**src/rtl/pseq_pkg.sv**
```systemverilog
// Package: shared constants and code-decoding helpers for the profile sequencer.
// Assumes a fixed set of four profiles addressed by a 2-bit index.
package pseq_pkg;

    localparam int PROF_N = 4;
    localparam int PROF_W = 2;

    localparam logic [2:0] CODE_MANUAL  = 3'b000;
    localparam logic [2:0] CODE_INVALID = 3'b111;

    // True when the code selects chained (internal) sequencing.
    function automatic logic code_chained(input logic [2:0] code);
        return (code != CODE_MANUAL) && (code != CODE_INVALID);
    endfunction

    // Index of the last profile in the chain for a chained code.
    function automatic logic [PROF_W-1:0] code_last(input logic [2:0] code);
        return code[2] ? (code[1:0] + 2'd1) : code[1:0];
    endfunction

endpackage

```
**src/rtl/pseq_decode.sv**
```systemverilog
// Module: turns a 3-bit sequencing code into control terms.
// Assumes the code is already registered or stable for the cycle it is used in.
module pseq_decode
    import pseq_pkg::*;
(
    input  logic [2:0]        code,
    output logic              chained,
    output logic              looping,
    output logic              bad,
    output logic [PROF_W-1:0] last_idx
);

    // Pure decode of the code field.
    always_comb begin
        chained  = code_chained(code);
        bad      = (code == CODE_INVALID);
        looping  = chained && code[2];
        last_idx = chained ? code_last(code) : '0;
    end

endmodule

```
**src/rtl/pseq_seg_mux.sv**
```systemverilog
// Module: selects one profile's segment descriptor out of the packed tables.
// Assumes tables pack profile p at [p*ADDR_W +: ADDR_W] and recirc bit p.
module pseq_seg_mux
    import pseq_pkg::*;
#(
    parameter int ADDR_W = 10
) (
    input  logic [PROF_N*ADDR_W-1:0] starts,
    input  logic [PROF_N*ADDR_W-1:0] finals,
    input  logic [PROF_N-1:0]        recircs,
    input  logic [PROF_W-1:0]        sel,
    output logic [ADDR_W-1:0]        start_o,
    output logic [ADDR_W-1:0]        final_o,
    output logic                     recirc_o
);

    logic [ADDR_W-1:0] start_arr [PROF_N];
    logic [ADDR_W-1:0] final_arr [PROF_N];

    genvar g;
    generate
        for (g = 0; g < PROF_N; g++) begin : g_unpack
            assign start_arr[g] = starts[g*ADDR_W +: ADDR_W];
            assign final_arr[g] = finals[g*ADDR_W +: ADDR_W];
        end
    endgenerate

    // Index into the unpacked descriptor arrays.
    always_comb begin
        start_o  = start_arr[sel];
        final_o  = final_arr[sel];
        recirc_o = recircs[sel];
    end

endmodule

```
**src/rtl/pseq_ctrl.sv**
```systemverilog
// Module: state registers and next-state logic of the sequencer.
// Assumes start <= final for every profile. The strobe has priority over the enable.
// The start address of the profile being loaded is supplied from outside via load_idx.
module pseq_ctrl
    import pseq_pkg::*;
#(
    parameter int ADDR_W = 10
) (
    input  logic              clk,
    input  logic              rst_n,
    input  logic [2:0]        ctrl_code,
    input  logic              upd_stb,
    input  logic              clk_en,
    input  logic [PROF_W-1:0] ext_prof,
    input  logic              new_chained,
    input  logic              new_bad,
    input  logic              cur_chained,
    input  logic              cur_looping,
    input  logic [PROF_W-1:0] cur_last,
    input  logic [ADDR_W-1:0] cur_final,
    input  logic              cur_recirc,
    input  logic [ADDR_W-1:0] load_start,
    output logic [PROF_W-1:0] load_idx,
    output logic [2:0]        code_q,
    output logic [PROF_W-1:0] prof_q,
    output logic [ADDR_W-1:0] addr_q,
    output logic              valid_q,
    output logic              done_q,
    output logic              err_q
);

    logic [2:0]        code_n;
    logic [PROF_W-1:0] prof_n;
    logic [ADDR_W-1:0] addr_n;
    logic              valid_n;
    logic              done_n;
    logic              err_n;
    logic              load;
    logic              at_final;

    assign at_final = (addr_q == cur_final);

    // Next-state selection: strobe, then chained stepping, then manual stepping.
    always_comb begin
        code_n   = code_q;
        prof_n   = prof_q;
        addr_n   = addr_q;
        valid_n  = valid_q;
        done_n   = done_q;
        err_n    = err_q;
        load     = 1'b0;
        load_idx = prof_q;
        if (upd_stb) begin
            code_n   = ctrl_code;
            valid_n  = 1'b1;
            done_n   = 1'b0;
            err_n    = new_bad;
            load     = 1'b1;
            load_idx = new_chained ? '0 : ext_prof;
        end else if (clk_en && valid_q) begin
            if (cur_chained) begin
                if (!at_final) begin
                    addr_n = addr_q + 1'b1;
                end else if (prof_q != cur_last) begin
                    load     = 1'b1;
                    load_idx = prof_q + 1'b1;
                end else if (cur_looping) begin
                    load     = 1'b1;
                    load_idx = '0;
                end else begin
                    valid_n = 1'b0;
                    done_n  = 1'b1;
                end
            end else begin
                if (ext_prof != prof_q) begin
                    load     = 1'b1;
                    load_idx = ext_prof;
                end else if (!at_final) begin
                    addr_n = addr_q + 1'b1;
                end else if (cur_recirc) begin
                    load     = 1'b1;
                    load_idx = prof_q;
                end
            end
        end
        if (load) begin
            prof_n = load_idx;
            addr_n = load_start;
        end
    end

    // State registers with synchronous active-low reset.
    always_ff @(posedge clk) begin
        if (!rst_n) begin
            code_q  <= CODE_MANUAL;
            prof_q  <= '0;
            addr_q  <= '0;
            valid_q <= 1'b0;
            done_q  <= 1'b0;
            err_q   <= 1'b0;
        end else begin
            code_q  <= code_n;
            prof_q  <= prof_n;
            addr_q  <= addr_n;
            valid_q <= valid_n;
            done_q  <= done_n;
            err_q   <= err_n;
        end
    end

endmodule

```
**src/rtl/profile_sequencer.sv**
```systemverilog
// Module: top of the autonomous profile sequencer.
// Decodes the live and the latched code, selects segment descriptors and runs the control FSM.
// Assumes all inputs are synchronous to clk.
module profile_sequencer
    import pseq_pkg::*;
#(
    parameter int ADDR_W = 10
) (
    input  logic                     clk,
    input  logic                     rst_n,
    input  logic [2:0]               ctrl_code,
    input  logic                     upd_stb,
    input  logic                     clk_en,
    input  logic [1:0]               ext_prof,
    input  logic [4*ADDR_W-1:0]      seg_start,
    input  logic [4*ADDR_W-1:0]      seg_final,
    input  logic [3:0]               seg_recirc,
    output logic [1:0]               prof_idx,
    output logic [ADDR_W-1:0]        ram_addr,
    output logic                     addr_valid,
    output logic                     burst_done,
    output logic                     code_err
);

    logic [2:0]        code_q;
    logic [PROF_W-1:0] prof_q;
    logic [PROF_W-1:0] load_idx;
    logic [ADDR_W-1:0] addr_q;
    logic              valid_q, done_q, err_q;
    logic              dec_chained [2];
    logic              dec_looping [2];
    logic              dec_bad     [2];
    logic [PROF_W-1:0] dec_last    [2];
    logic [2:0]        dec_code    [2];
    logic [ADDR_W-1:0] cur_start, cur_final, load_start, load_final;
    logic              cur_recirc, load_recirc;

    assign dec_code[0] = code_q;
    assign dec_code[1] = ctrl_code;

    genvar d;
    generate
        for (d = 0; d < 2; d++) begin : g_dec
            pseq_decode u_dec (
                .code     (dec_code[d]),
                .chained  (dec_chained[d]),
                .looping  (dec_looping[d]),
                .bad      (dec_bad[d]),
                .last_idx (dec_last[d])
            );
        end
    endgenerate

    pseq_seg_mux #(.ADDR_W(ADDR_W)) u_cur_mux (
        .starts   (seg_start),
        .finals   (seg_final),
        .recircs  (seg_recirc),
        .sel      (prof_q),
        .start_o  (cur_start),
        .final_o  (cur_final),
        .recirc_o (cur_recirc)
    );

    pseq_seg_mux #(.ADDR_W(ADDR_W)) u_load_mux (
        .starts   (seg_start),
        .finals   (seg_final),
        .recircs  (seg_recirc),
        .sel      (load_idx),
        .start_o  (load_start),
        .final_o  (load_final),
        .recirc_o (load_recirc)
    );

    pseq_ctrl #(.ADDR_W(ADDR_W)) u_ctrl (
        .clk         (clk),
        .rst_n       (rst_n),
        .ctrl_code   (ctrl_code),
        .upd_stb     (upd_stb),
        .clk_en      (clk_en),
        .ext_prof    (ext_prof),
        .new_chained (dec_chained[1]),
        .new_bad     (dec_bad[1]),
        .cur_chained (dec_chained[0]),
        .cur_looping (dec_looping[0]),
        .cur_last    (dec_last[0]),
        .cur_final   (cur_final),
        .cur_recirc  (cur_recirc),
        .load_start  (load_start),
        .load_idx    (load_idx),
        .code_q      (code_q),
        .prof_q      (prof_q),
        .addr_q      (addr_q),
        .valid_q     (valid_q),
        .done_q      (done_q),
        .err_q       (err_q)
    );

    // Output mapping from the control registers.
    always_comb begin
        prof_idx   = prof_q;
        ram_addr   = addr_q;
        addr_valid = valid_q;
        burst_done = done_q;
        code_err   = err_q;
    end

    // Values only consumed by the bound checker or unused by design choice.
    logic unused_ok;
    assign unused_ok = ^{cur_start, load_final, load_recirc, dec_looping[1], dec_last[1], dec_bad[0]};

endmodule

```
**config.mk**
```make
export PLATFORM = sky130hd
export DESIGN_NAME = profile_sequencer
export DESIGN_NICKNAME = d
export VERILOG_FILES = /design/src/rtl/pseq_pkg.sv /design/src/rtl/pseq_decode.sv /design/src/rtl/pseq_seg_mux.sv /design/src/rtl/pseq_ctrl.sv /design/src/rtl/profile_sequencer.sv
export SDC_FILE = /design/constraint.sdc
export NUM_CORES = 1
export LEC_CHECK = 0
export BUFFER_PORTS_ARGS = -buffer_cell sky130_fd_sc_hd__buf_4
export CAP_MARGIN = 10
export CORE_MARGIN = 2
export CORE_UTILIZATION = 34
export DETAILED_ROUTE_END_ITERATION = 8
export PLACE_DENSITY = 0.71
export SLEW_MARGIN = 0
export SYNTH_ARGS = -nofsm -noshare
export SYNTH_HDL_FRONTEND = slang
export SYNTH_HIERARCHICAL = 1
export SYNTH_SLANG_ARGS = --single-unit
```
**constraint.sdc**
```tcl
create_clock -name clk -period 4.4 [get_ports clk]
set_input_delay 0.44 -clock clk [delete_from_list [all_inputs] [get_ports clk]]
set_output_delay 0.44 -clock clk [all_outputs]
set_load 0.1 [all_outputs]
```
==> reports/metrics.cfg <==
[sta]
hold_viol_final=0
max_freq_mhz=248
tightest_slew_ns=0.767
finalCritPeriodShare_pct=91.5
drv_slew=0
fin_skew_ns=0.00576
finalSetupViolations=0
setup_total_negative_slack_ns=0
slew_headroom_pct=48.7
period_needed_ns=4.02
rsz0062_at_grt=no

[synth]
yosysWarnings=6
synthCells=204
netlist_area_um2=2110
syn_nets=302
postSynthAreaPerCell_um2=10.4

[setup_path]
critPathLaunchType=flip-flop
critPathSlowestCell=o211a_1
cp-startpoint=u_ctrl/prof_q[0]
crit_chain=buf_4 -> mux4_2 -> xor2_1 -> or4_4 -> nor4_2 -> o211a_1 -> mux4_2 -> a221oi_1 -> a311oi_2
r2r-start=u_ctrl/prof_q[0]
arrival_ns=4.13
cp_max_fo=10
cp.buffers_inverters=1
crit_path_end_kind=flip-flop
required_ns=4.51
slowest_delay_ns=0.59
worst-setup-path-type=reg2reg
cpMostUsedCell=mux4_2
cp_top_family=multiplexers

[drt]
drt_pre_antenna_iters=4
wl_met1_um=2460
avgViaCountPerCell=5.77
wl_per_cell_um=16.6
wl_met3_um=298
dr.first_iter.drc_count=159
top_layer_used=met4
wl_met2_um=3400
wirelength_um=6240
remaining_drc_errors=0
drtAntennaViolNets=0
via_count=2174

[grt]
grt_use_total_pct=18.2
gr-total-overflow=0
grt_max_degree=19
grt_pass1_wl_um=10500
antenna_found_initial=0
grt_pass1_vias=2235

[worst_hold_path]
worstHoldPathType=in2reg
hold_start=rst_n

[finish]
nNetsFinal=401
antenna_cells=0
mostFrequentLayoutCell=buf_4
area_growth_pct=39.3
n_fill_cell=600
fin_util_pct=49.4
layout_common_cells=buf_4, mux4_2, dfxtp_1
layout-drive-gt1-share_pct=54.0

[pwr]
ir_worst_vdd_v=0.000160
leakage_uw=0.00122
p_per_area_nw_per_um2=233

[cts]
htreeDepth=1
cts_hold_buf=0
clock_sink_count=18
clk_latency_ns=0.26
cts_resized=0
post-cts-setup-buffers=0
cts_root_buf=clkbuf_8
cts_buffers=3
clk_pin_slew_worst_paths_ns=0.08
ctsLongestPathBuffers=2
cts_tree=yes

[placed_design]
gp_congestion=0.835
place_hpwl_um=5000
numPortBuffers=107

[floorplanning]
die_x_um=82.8
die_h_um=82.8
rows=28
start_util_pct=35.5
io_pins=108
die_area_um2=6860
core_area_um2=5960

[status]
status=finished clean

[run]
max-cap-violations=0

==> power by group <==
group	switching (uW)	internal (uW)	leakage [uW]
Sequential	26.5	177	0.000149
Combinational	191	151	0.00104
Clock	60.1	79.5	0.0000288
==> layer usage <==
metal | vias to the layer above | global-route usage (%)
li1 | 1028 | -
met1 | 1079 | 21.3
met2 | 59 | 33.9
met3 | 8 | 3.48
met4 | 0 | 4.77
met5 | - | 0
==> worst paths after layout <==
| path | to | slack, ns | cells after the start |
|---|---|---|---|
| worst max-delay path | u_ctrl/addr_q[7] | 0.38 | 9 |
| worst min-delay path | u_ctrl/valid_q | 0.43 | 2 |
| worst max register to register | u_ctrl/addr_q[7] | 0.38 | 9 |
| worst min register to register | u_ctrl/err_q | 0.51 | 2 |
==> worst register-to-register path: stages, from the launching register on <==
cell and delay [ns]:
dfxtp_1 0.50, buf_4 0.26, mux4_2 0.52, xor2_1 0.18, or4_4 0.47, nor4_2 0.38, o211a_1 0.59, mux4_2 0.57
a221oi_1 0.33, a311oi_2 0.08
==> state kept, by name (all words and copies together), names as in the netlist <==
| name | cells |
|---|---|
| u_ctrl/prof_q | 2 |
| u_ctrl/err_q | 1 |
| u_ctrl/valid_q | 1 |
| u_ctrl/addr_q | 10 |
| u_ctrl/done_q | 1 |
| u_ctrl/code_q | 3 |
==> final cells by class <==
cell class              instances  area (um^2)  share of cell area (%)
multi-input cells             157         1540                    52.4
repair buffers                114          856                    29.1
flip-flops and latches         18          360                    12.3
well taps                      75         93.8                    3.19
clock buffers                   4         55.1                    1.87
inverters                       9         33.8                    1.15
==> metrics by stage <==
step / setup slack, ns / std cells / hold WS (ns) / total power (uW) / area [um^2]
detailed placement: 0.313 / 373 / 0.500 / 549 / 2890
CTS: 0.301 / 377 / 0.418 / 691 / 2940
finish: 0.375 / 377 / 0.430 / 685 / 2940
floorplan: 0.0507 / 204 / 0.487 / 443 / 2110
global placement: 0.377 / 373 / 0.480 / 546 / 2890
global route: 0.0542 / 377 / 0.428 / 725 / 2940
Note: power is estimated with default switching activity, not from simulation.
